--- src/rtl/pcm_dropins_pkg.sv ---
package pcm_dropins_pkg;
  localparam int DEF_SLOT_BITS = 8;
  localparam int DEF_T1_SLOTS  = 24;
  localparam int DEF_E1_SLOTS  = 32;

  typedef enum logic {
    DIR_RX = 1'b0,
    DIR_TX = 1'b1
  } tbl_dir_e;
endpackage

--- src/rtl/pcm_frame_pos.sv ---
module pcm_frame_pos #(
  parameter int POS_W  = 8,
  parameter int T1_LEN = 193,
  parameter int E1_LEN = 256
) (
  input  logic             clk,
  input  logic             rst,
  input  logic             bit_en,
  input  logic             sync,
  input  logic             e1_mode,
  output logic [POS_W-1:0] pos_nxt,
  output logic             frame_start
);
  logic [POS_W-1:0] pos_q;
  logic [POS_W-1:0] last_pos;

  assign last_pos = e1_mode ? POS_W'(E1_LEN - 1) : POS_W'(T1_LEN - 1);

  always_comb begin
    if (sync)                  pos_nxt = '0;
    else if (pos_q >= last_pos) pos_nxt = '0;
    else                       pos_nxt = pos_q + 1'b1;
  end

  assign frame_start = bit_en && (pos_nxt == '0);

  always_ff @(posedge clk) begin
    if (rst)         pos_q <= '0;
    else if (bit_en) pos_q <= pos_nxt;
  end
endmodule

--- src/rtl/pcm_slot_locate.sv ---
module pcm_slot_locate #(
  parameter int POS_W     = 8,
  parameter int ADDR_W    = 5,
  parameter int SLOT_BITS = 8
) (
  input  logic [POS_W-1:0]  pos,
  input  logic              e1_mode,
  output logic [ADDR_W-1:0] slot,
  output logic              fbit
);
  logic [POS_W-1:0] offset;

  // the 193-bit format shifts every timeslot one bit late behind the framing bit
  assign offset = e1_mode ? pos : pos - 1'b1;
  assign slot   = ADDR_W'(offset / POS_W'(SLOT_BITS));
  assign fbit   = !e1_mode && (pos == '0);
endmodule

--- src/rtl/pcm_slot_table.sv ---
module pcm_slot_table #(
  parameter int ADDR_W = 5,
  parameter int SLOTS  = 32
) (
  input  logic              clk,
  input  logic              rst,
  input  logic              wr_en,
  input  logic [ADDR_W-1:0] wr_addr,
  input  logic              wr_bit,
  input  logic              commit,
  input  logic [ADDR_W-1:0] rd_addr,
  output logic              rd_bit
);
  logic [SLOTS-1:0] staged_q, staged_nxt;
  logic [SLOTS-1:0] live_q, live_nxt;

  always_comb begin
    staged_nxt = staged_q;
    if (wr_en) staged_nxt[wr_addr] = wr_bit;
  end

  assign live_nxt = commit ? staged_nxt : live_q;
  assign rd_bit   = live_nxt[rd_addr];

  always_ff @(posedge clk) begin
    if (rst) begin
      staged_q <= '0;
      live_q   <= '0;
    end else begin
      staged_q <= staged_nxt;
      live_q   <= live_nxt;
    end
  end
endmodule

--- src/rtl/pcm_dropins_marker.sv ---
module pcm_dropins_marker
  import pcm_dropins_pkg::*;
#(
  parameter int SLOT_BITS = DEF_SLOT_BITS,
  parameter int T1_SLOTS  = DEF_T1_SLOTS,
  parameter int E1_SLOTS  = DEF_E1_SLOTS,
  localparam int ADDR_W   = $clog2(E1_SLOTS),
  localparam int T1_LEN   = T1_SLOTS * SLOT_BITS + 1,
  localparam int E1_LEN   = E1_SLOTS * SLOT_BITS,
  localparam int MAX_LEN  = (E1_LEN > T1_LEN) ? E1_LEN : T1_LEN,
  localparam int POS_W    = $clog2(MAX_LEN)
) (
  input  logic              clk,
  input  logic              rst,
  input  logic              e1_mode,
  input  logic              rx_bit_en,
  input  logic              rx_sync,
  input  logic              tx_bit_en,
  input  logic              tx_sync,
  input  logic              tx_dat,
  input  logic              ins_dat,
  input  logic              cfg_we,
  input  logic              cfg_dir,
  input  logic [ADDR_W-1:0] cfg_slot,
  input  logic              cfg_en,
  output logic              drop,
  output logic              insert,
  output logic              tx_out
);
  logic [1:0]        bit_en_v, sync_v, fstart, fbit, en_bit, mark, strobe_q;
  logic [POS_W-1:0]  pos_nxt [2];
  logic [ADDR_W-1:0] slot [2];

  assign bit_en_v = {tx_bit_en, rx_bit_en};
  assign sync_v   = {tx_sync, rx_sync};

  for (genvar d = 0; d < 2; d++) begin : g_dir
    pcm_frame_pos #(.POS_W(POS_W), .T1_LEN(T1_LEN), .E1_LEN(E1_LEN)) u_pos (
      .clk(clk), .rst(rst), .bit_en(bit_en_v[d]), .sync(sync_v[d]),
      .e1_mode(e1_mode), .pos_nxt(pos_nxt[d]), .frame_start(fstart[d])
    );

    pcm_slot_locate #(.POS_W(POS_W), .ADDR_W(ADDR_W), .SLOT_BITS(SLOT_BITS)) u_loc (
      .pos(pos_nxt[d]), .e1_mode(e1_mode), .slot(slot[d]), .fbit(fbit[d])
    );

    pcm_slot_table #(.ADDR_W(ADDR_W), .SLOTS(E1_SLOTS)) u_tbl (
      .clk(clk), .rst(rst),
      .wr_en(cfg_we && (cfg_dir == ((d == 0) ? DIR_RX : DIR_TX))),
      .wr_addr(cfg_slot), .wr_bit(cfg_en),
      .commit(fstart[d]), .rd_addr(slot[d]), .rd_bit(en_bit[d])
    );

    assign mark[d] = en_bit[d] && !fbit[d];

    always_ff @(posedge clk) begin
      if (rst)              strobe_q[d] <= 1'b0;
      else if (bit_en_v[d]) strobe_q[d] <= mark[d];
    end
  end

  always_ff @(posedge clk) begin
    if (rst)            tx_out <= 1'b0;
    else if (tx_bit_en) tx_out <= mark[1] ? ins_dat : tx_dat;
  end

  assign drop   = strobe_q[0];
  assign insert = strobe_q[1];
endmodule

--- config.mk ---
export PLATFORM = sky130hd
export DESIGN_NAME = pcm_dropins_marker
export DESIGN_NICKNAME = d
export VERILOG_FILES = /design/src/rtl/pcm_dropins_pkg.sv /design/src/rtl/pcm_frame_pos.sv /design/src/rtl/pcm_slot_locate.sv /design/src/rtl/pcm_slot_table.sv /design/src/rtl/pcm_dropins_marker.sv
export SDC_FILE = /design/constraint.sdc
export NUM_CORES = 1
export LEC_CHECK = 0
export BUFFER_PORTS_ARGS = -buffer_cell sky130_fd_sc_hd__buf_2
export CAP_MARGIN = 20
export CORE_MARGIN = 3
export CORE_UTILIZATION = 57
export DETAILED_ROUTE_END_ITERATION = 8
export GPL_ROUTABILITY_DRIVEN = 0
export GPL_TIMING_DRIVEN = 0
export PLACE_DENSITY = 0.77
export SLEW_MARGIN = 25
export SYNTH_ARGS = -nofsm -noshare
export SYNTH_HDL_FRONTEND = slang
export SYNTH_SLANG_ARGS = --single-unit
--- constraint.sdc ---
create_clock -name clk -period 4.1 [get_ports clk]
set_input_delay 0.82 -clock clk [delete_from_list [all_inputs] [get_ports clk]]
set_output_delay 0.82 -clock clk [all_outputs]
set_load 0.005 [all_outputs]
==> impl_metrics.csv, run 1 <==
group,metric,value,unit
cts,cts_hold_buf,0,
global_route,grt_pass1_wl,32200,microns
critical_path,path_buf_inv,4,
die,die_area,0.0149,sq mm
pwr,peakVddDrop,0.339,mV
yosys,syn-instance-count,898,
timing,clock.fmax,0.248,GHz
global_route,track_usage,27.9,%
timing,post-route-period-util,98.5,%
timing,tightest_slew,971,ps
pwr,p_per_area,382,mW/mm^2
timing,min_period,4040,ps
cts,cts_root_buf,"clkbuf_16",
cts,cts.sinks,147,
yosys,ys_ff_latch,147,
cts,htree_num_levels,4,
global_route,grt-ovfl-total,0,
global_route,grt_max_degree,17,
timing,maxSlewHeadroom,35.1,%
critical_path,reg2reg_slack,210,ps
timing,hold_viol,0,
die,boundaryPins,20,
die,die_h,122,microns
drt,wl_per_cell,17.7,microns
min_path,min_path_type,"reg -> reg",
timing,setup_viol,0,
critical_path,r2r_cells,12,
critical_path,critical-path-max-stage-delay,470,ps
critical_path,cp_top_family,"multiplexers",
finish,diodes,0,
drt,viasPerCell,5.98,
drt,ant_nets,0,
finish,fin_cells,1126,
cts,clock_path_buffers,2,
critical_path,critPathKind,"in -> reg",
finish,fin_nets,974,
critical_path,cp-end-kind,"flip-flop",
drt,drt-pass1-iter-count,5,
timing,slew_viol_final,0,
global_route,grt_pass1_vias,6457,
timing,whs,491,ps
cts,cts_buffers,17,
cts,tritoncts,"done",
die,initial_core_util,59.5,%
global_route,antenna_found_initial,0,
critical_path,path_max_fanout,8,
finish,synthToLayoutAreaGrowth,14.2,%
place,io_buffer_count,12,
die,core_area,0.0129,sq mm
pwr,p_clk_share,43.4,%
die,die_x,122,microns
die,rows,41,
drt,num_vias,6739,
critical_path,r2r_start,"g_dir[1].u_pos.pos_q[1]",
yosys,synth.distinct_cells,74,
pwr,seqPwrFrac,44.7,%
timing,finClkSkew,6.75,ps
pwr,power.internal,0.00247,W
cts,clkSlewWorstSetupHoldPaths,60,ps
yosys,syn_nets,929,
run_status,status,"complete, no violations",
yosys,synth.avg_cell_area,8.53,sq um
cts,clock_latency,440,ps
place,dp_hpwl,13500,microns
critical_path,worst_path_most_repeated_cell,"buf_4",
yosys,synth-edff-count,0,
finish,drive_gt1_share,14.2,%
critical_path,start_kind,"input pin",
pwr,p_leak,3.58,nW
place,dp.cells,1082,
run,max_cap_violations,0,
yosys,yosysWarnings,0,
pwr,combinationalPowerShare,11.9,%
yosys,ys_async_sr_fraction,0,%
pwr,netSwitchingFraction,26.1,%
min_path,hold_depth,2,
drt,drt_wl_total,19900,microns
min_path,holdPathEnd,"g_dir[0].u_tbl.staged_q[19]",
critical_path,path_cells,"buf_6 > clkinvlp_4 > ha_4 > and4_4 > a221o_1 > buf_4 > a211oi_4 > o2bb2ai_4 > buf_4 > mux2_2 > mux4_2 > o22ai_1 > nor4_1 > nor4_4 > mux2i_1 > a211oi_2",
yosys,synth_area,0.00766,sq mm
critical_path,critPathSlowestCell,"mux4_2",
yosys,synth-seq-area-share,38.4,%
min_path,min-delay-start,"g_dir[0].u_tbl.staged_q[19]",
critical_path,r2r-end,"tx_out",
drt,drcViolationCount,0,
drt,drt-initial-drc-count,768,
finish,fill_cells,1036,
pwr,switchingPower,0.000875,W
critical_path,critPathArrivalTime,4320,ps
critical_path,worstPathRequired,4380,ps
yosys,synth-main-ff-cell,"dfxtp_1",
## cell usage in the layout (no fill, tap or decap), types with 5 or more instances in the layout
| master | n |
|---|---|
| nor2_1 | 167 |
| dfxtp_1 | 147 |
| nand2_1 | 95 |
| mux2i_1 | 90 |
| a211oi_1 | 52 |
| clkbuf_1 | 46 |
| o21ai_0 | 24 |
| buf_2 | 21 |
| nand3_1 | 20 |
| mux2_2 | 20 |
| a21oi_1 | 19 |
| clkbuf_16 | 17 |
| buf_4 | 15 |
| inv_1 | 14 |
| xnor2_1 | 13 |
| ha_1 | 12 |
| nor2b_1 | 11 |
| nand2b_1 | 10 |
| nor3_1 | 9 |
| nor3_2 | 7 |
| and3_1 | 7 |
| a22oi_1 | 7 |
| mux4_2 | 7 |
| o211ai_1 | 6 |
| nor4_1 | 5 |
| buf_1 | 5 |
| clkinv_2 | 5 |
## worst max-delay path by stage
stage	start	to	slack [ps]	depth (start not counted)
after CTS	e1_mode	tx_out	8	15
after floorplan	e1_mode	tx_out	30	14
after global routing	e1_mode	tx_out	-30	16
after detailed placement	e1_mode	tx_out	-810	15
final	e1_mode	tx_out	60	16
after global placement	e1_mode	tx_out	-760	15
## synth_stat cells, types with 5 or more instances
cell / instances / share of area, %
nor2_1: 168 / 8.2
dfxtp_1: 147 / 38
nand2_1: 95 / 4.7
mux2i_1: 90 / 12
a211oi_1: 53 / 5.2
clkbuf_1: 47 / 2.3
o21ai_0: 26 / 1.7
a21oi_1: 22 / 1.4
mux2_2: 20 / 2.9
nand3_1: 20 / 1.3
nor3_1: 16 / 1.0
inv_1: 15 / 0.73
ha_1: 14 / 2.3
xnor2_1: 13 / 1.5
nor2b_1: 11 / 0.90
buf_2: 10 / 0.65
nand2b_1: 10 / 0.82
a22oi_1: 7 / 0.69
and3_1: 7 / 0.57
mux4_2: 7 / 2.1
o211ai_1: 6 / 0.59
buf_1: 5 / 0.24
nor4_1: 5 / 0.41
o22ai_1: 5 / 0.41
## tightest hold or removal path: cells and delay by family (launching register included)
family / cells / cell delay, ps
flops: 1 / 300
simple gates: 1 / 80
mux: 1 / 80
## what timing repair did
action	CTS	global route
gates resized for setup	8	18
pin swaps	4	8
endpoints found under the setup margin	3	2
buffers inserted	7	8
## metal layers
| layer | GRT usage (%) | routed length, microns | part of all wire [%] | vias up |
|---|---|---|---|---|
| met5 | 0 | 0 | 0 | - |
| met4 | 10.7 | 434 | 2.2 | 0 |
| li1 | - | - | - | 3252 |
| met2 | 43.8 | 9220 | 46 | 232 |
| met1 | 37.0 | 8910 | 45 | 3210 |
| met3 | 7.24 | 1380 | 6.9 | 45 |
## sequential cells by signal (all words and copies together), names as in the netlist
name and flops:
g_dir.u_tbl.staged_q 64, g_dir.u_tbl.live_q 64, g_dir.u_pos.pos_q 16, tx_out 1, drop 1, insert 1
## through the flow
stage                     cell area, sq um  util (%)  total power, W  TNS, ps  worst slack [ps]
final                                 8750      68.0         0.00335        0              63.1
after global routing                  8750      68.0         0.00345    -32.6             -32.6
after CTS                             8610      66.9         0.00333        0              7.97
after detailed placement              7970      61.9         0.00189    -9270              -812
after global placement                7940      61.6         0.00188    -6970              -758
after floorplan                       7660         -         0.00179        0              34.5
## layout make-up
| type | count | area [sq um] | area share [%] |
|---|---|---|---|
| well taps | 172 | 215 | 2.46 |
| repair buffers | 26 | 171 | 1.96 |
| inverters | 15 | 60.1 | 0.686 |
| flip-flops and latches | 147 | 2940 | 33.6 |
| multi-input cells | 669 | 4510 | 51.5 |
| clock buffers | 20 | 457 | 5.22 |
| plain buffers | 67 | 309 | 3.53 |
| clock inverters | 10 | 86.3 | 0.986 |
## kinds of logic after synthesis
| logic type | after synthesis | synth area share (%) |
|---|---|---|
| AOI/OAI and AO/OA | 159 | 14.7 |
| xor gates and xnor gates | 15 | 1.71 |
| adders and majority gates | 14 | 2.29 |
| buffers and inverters | 82 | 4.74 |
| DFF | 147 | 38.4 |
| muxes | 119 | 17.0 |
| and+or+nand+nor | 362 | 21.1 |
## power by group through the flow
stage | Sequential, W | Clock (W) | Combinational (W)
3_5_place_dp | 0.00153 | 0 | 0.000363
5_1_grt | 0.00150 | 0.00151 | 0.000437
3_3_place_gp | 0.00152 | 0 | 0.000355
4_1_cts | 0.00150 | 0.00146 | 0.000376
2_1_floorplan | 0.00152 | 0 | 0.000266
6_report | 0.00150 | 0.00145 | 0.000399
Power figures use the tool's default switching activity.
==> run 2: changes to the inputs <==
--- a/config.mk
+++ b/config.mk
@@ -8,12 +8,12 @@
 export BUFFER_PORTS_ARGS = -buffer_cell sky130_fd_sc_hd__buf_2
 export CAP_MARGIN = 20
 export CORE_MARGIN = 3
-export CORE_UTILIZATION = 57
+export CORE_UTILIZATION = 63
 export DETAILED_ROUTE_END_ITERATION = 8
 export GPL_ROUTABILITY_DRIVEN = 0
 export GPL_TIMING_DRIVEN = 0
-export PLACE_DENSITY = 0.77
-export SLEW_MARGIN = 25
+export PLACE_DENSITY = 0.8
+export SLEW_MARGIN = 20
 export SYNTH_ARGS = -nofsm -noshare
 export SYNTH_HDL_FRONTEND = slang
 export SYNTH_SLANG_ARGS = --single-unit
==> constraint.sdc (replaced) <==
create_clock -name clk -period 4.4 [get_ports clk]
set_input_delay 0.88 -clock clk [delete_from_list [all_inputs] [get_ports clk]]
set_output_delay 0.88 -clock clk [all_outputs]
set_load 0.005 [all_outputs]
==> impl_metrics.csv, run 2 (synthesis gave the netlist of run 1 again) <==
group,metric,value,unit
run_status,status,"complete, no violations",
place,io_buffer_count,12,
critical_path,critPathArrivalTime,4530,ps
drt,num_vias,6811,
global_route,antenna_found_initial,0,
die,initial_core_util,65.7,%
drt,dr_wl_met3,1590,microns
drt,viasPerCell,6.26,
finish,fin_nets,965,
pwr,netSwitchingFraction,24.3,%
min_path,hold_depth,2,
critical_path,path_cells,"buf_4 > clkinvlp_4 > ha_1 > a21o_1 > a221o_1 > a21o_1 > buf_2 > o21ai_4 > mux4_2 > o22ai_1 > nor4_1 > nor4_4 > mux2i_1 > a211oi_2",
timing,rsz0062_at_grt,"no",
cts,clock_latency,430,ps
drt,wl_met2,9300,microns
critical_path,r2r_cells,13,
finish,fill_cells,831,
pwr,combinationalPowerShare,10.8,%
pwr,p_clk_share,46.7,%
cts,clkSlewWorstSetupHoldPaths,60,ps
global_route,grt-ovfl-total,0,
drt,wl_per_cell,18.4,microns
min_path,holdPathEnd,"g_dir[0].u_tbl.live_q[31]",
cts,tritoncts,"done",
finish,multi_input_area,0.00441,sq mm
timing,post-route-period-util,96.5,%
global_route,grt_max_degree,17,
critical_path,startpoint,"e1_mode",
drt,drt-pass1-iter-count,5,
place,post_dp_cell_area,0.00791,sq mm
timing,hold_viol,0,
timing,final.setup.worst_slack,155,ps
die,rows,39,
min_path,min_path_type,"reg -> reg",
finish,fin_cells,1088,
critical_path,path_max_fanout,10,
place,dp.cells,1054,
finish,ff_latch_area,0.00294,sq mm
finish,reg.largest.list,"g_dir.u_tbl.live_q x64, g_dir.u_tbl.staged_q x64, g_dir.u_pos.pos_q x16",
cts,cts.sinks,147,
die,core_area,0.0117,sq mm
finish,drive_gt1_share,11.7,%
timing,setup_viol,0,
critical_path,worst_path_most_repeated_cell,"a21o_1",
pwr,peakVddDrop,0.357,mV
cts,htree_num_levels,4,
timing,finClkSkew,6.41,ps
critical_path,reg2reg_slack,420,ps
finish,fin_area,0.00863,sq mm
critical_path,critPathKind,"in -> reg",
cts,cts_root_buf,"clkbuf_16",
die,boundaryPins,20,
pwr,seqPwrFrac,42.5,%
pwr,total_power,0.00329,W
critical_path,cp-end-kind,"flip-flop",
drt,ant_nets,0,
cts,clock_path_buffers,2,
timing,maxSlewHeadroom,21.5,%
die,die_area,0.0135,sq mm
finish,final_common_cell,"nor2_1",
finish,synthToLayoutAreaGrowth,12.6,%
critical_path,r2r_start,"g_dir[1].u_pos.pos_q[1]",
pwr,switchingPower,0.000799,W
timing,clock.fmax,0.236,GHz
global_route,grt_pass1_vias,6500,
cts,cts_hold_buf,0,
global_route,track_usage,30.7,%
global_route,grt_pass1_wl,32400,microns
cts,cts_buffers,17,
critical_path,critical-path-max-stage-delay,560,ps
critical_path,worstPathRequired,4680,ps
timing,min_period,4250,ps
min_path,min-delay-start,"g_dir[0].u_tbl.live_q[31]",
drt,drt_wl_total,20100,microns
pwr,p_per_area,381,mW/mm^2
critical_path,start_kind,"input pin",
critical_path,critPathSlowestCell,"mux4_2",
finish,diodes,0,
pwr,p_leak,3.55,nW
drt,drcViolationCount,0,
run,max_cap_violations,0,
finish,layout_common_cells,"nor2_1 (168), dfxtp_1 (147), nand2_1 (95)",
timing,tns,0,ps
place,place_worst_setup_slack,-633,ps
drt,top_layer,"met4",
die,die_x,116,microns
place,dp_hpwl,13800,microns
pwr,power.internal,0.00249,W
drt,drt-initial-drc-count,950,
critical_path,path_buf_inv,3,
critical_path,cp_top_family,"compound AO/OA/AOI/OAI gates",
drt,wl_met1,8740,microns
critical_path,r2r-end,"tx_out",
timing,slew_viol_final,0,
timing,tightest_slew,1170,ps
die,die_h,116,microns
==> run 2: layer usage <==
metal / up-vias / track usage [%]
li1: 3237 / -
met1: 3223 / 40.1
met2: 307 / 49.7
met3: 44 / 7.41
met4: 0 / 11.4
met5: - / 0
==> run 2: area by class of cell <==
type / count / share of cell area, %
Inverter: 15 / 0.696
Tap cell: 143 / 2.07
Clock inverter: 9 / 1.78
Buffer: 66 / 3.51
Clock buffer: 21 / 5.45
Sequential cell: 147 / 34.1
Timing Repair Buffer: 18 / 1.22
Multi-Input combinational cell: 669 / 51.1
==> run 2: worst reg2reg max path, cell delays in order, from the launching register on <==
cell and delay, ps:
dfxtp_1 510, ha_1 360, nor4b_2 280, a22o_1 340, a211oi_2 100, o2bb2ai_4 260
buf_6 210, mux2_2 360, mux4_2 480, o22ai_1 220, nor2_1 100, nor4_4 270
mux2i_1 260, a211oi_2 90
==> run 2: timing repair <==
action,in CTS,in global routing
endpoints found under the hold margin,0,0
resized for setup,3,3
endpoints found under the setup margin,1,3
pin swaps,1,1
setup buffers,5,0
==> run 2: how the worst max path moves through the flow <==
stage              to  slack [ps]  cells after the start
5_1_grt        tx_out          10                     15
6_report       tx_out         150                     14
2_1_floorplan  tx_out         270                     14
4_1_cts        tx_out          20                     15
3_3_place_gp   tx_out        -560                     15
3_5_place_dp   tx_out        -630                     15
==> run 2: metrics by stage <==
step / utilization (%) / hold WS [ps]
after floorplan: - / 451
after global placement: 67.8 / 465
after detailed placement: 67.8 / 476
after CTS: 73.7 / 490
after global routing: 74.0 / 514
final: 74.0 / 487
==> run 2: power groups by stage <==
stage	clock network, W	logic (W)	registers [W]
after CTS	0.00154	0.000347	0.00139
final	0.00153	0.000356	0.00139
after detailed placement	0	0.000335	0.00142
after global placement	0	0.000324	0.00142
after floorplan	0	0.000248	0.00142
after global routing	0.00160	0.000387	0.00140
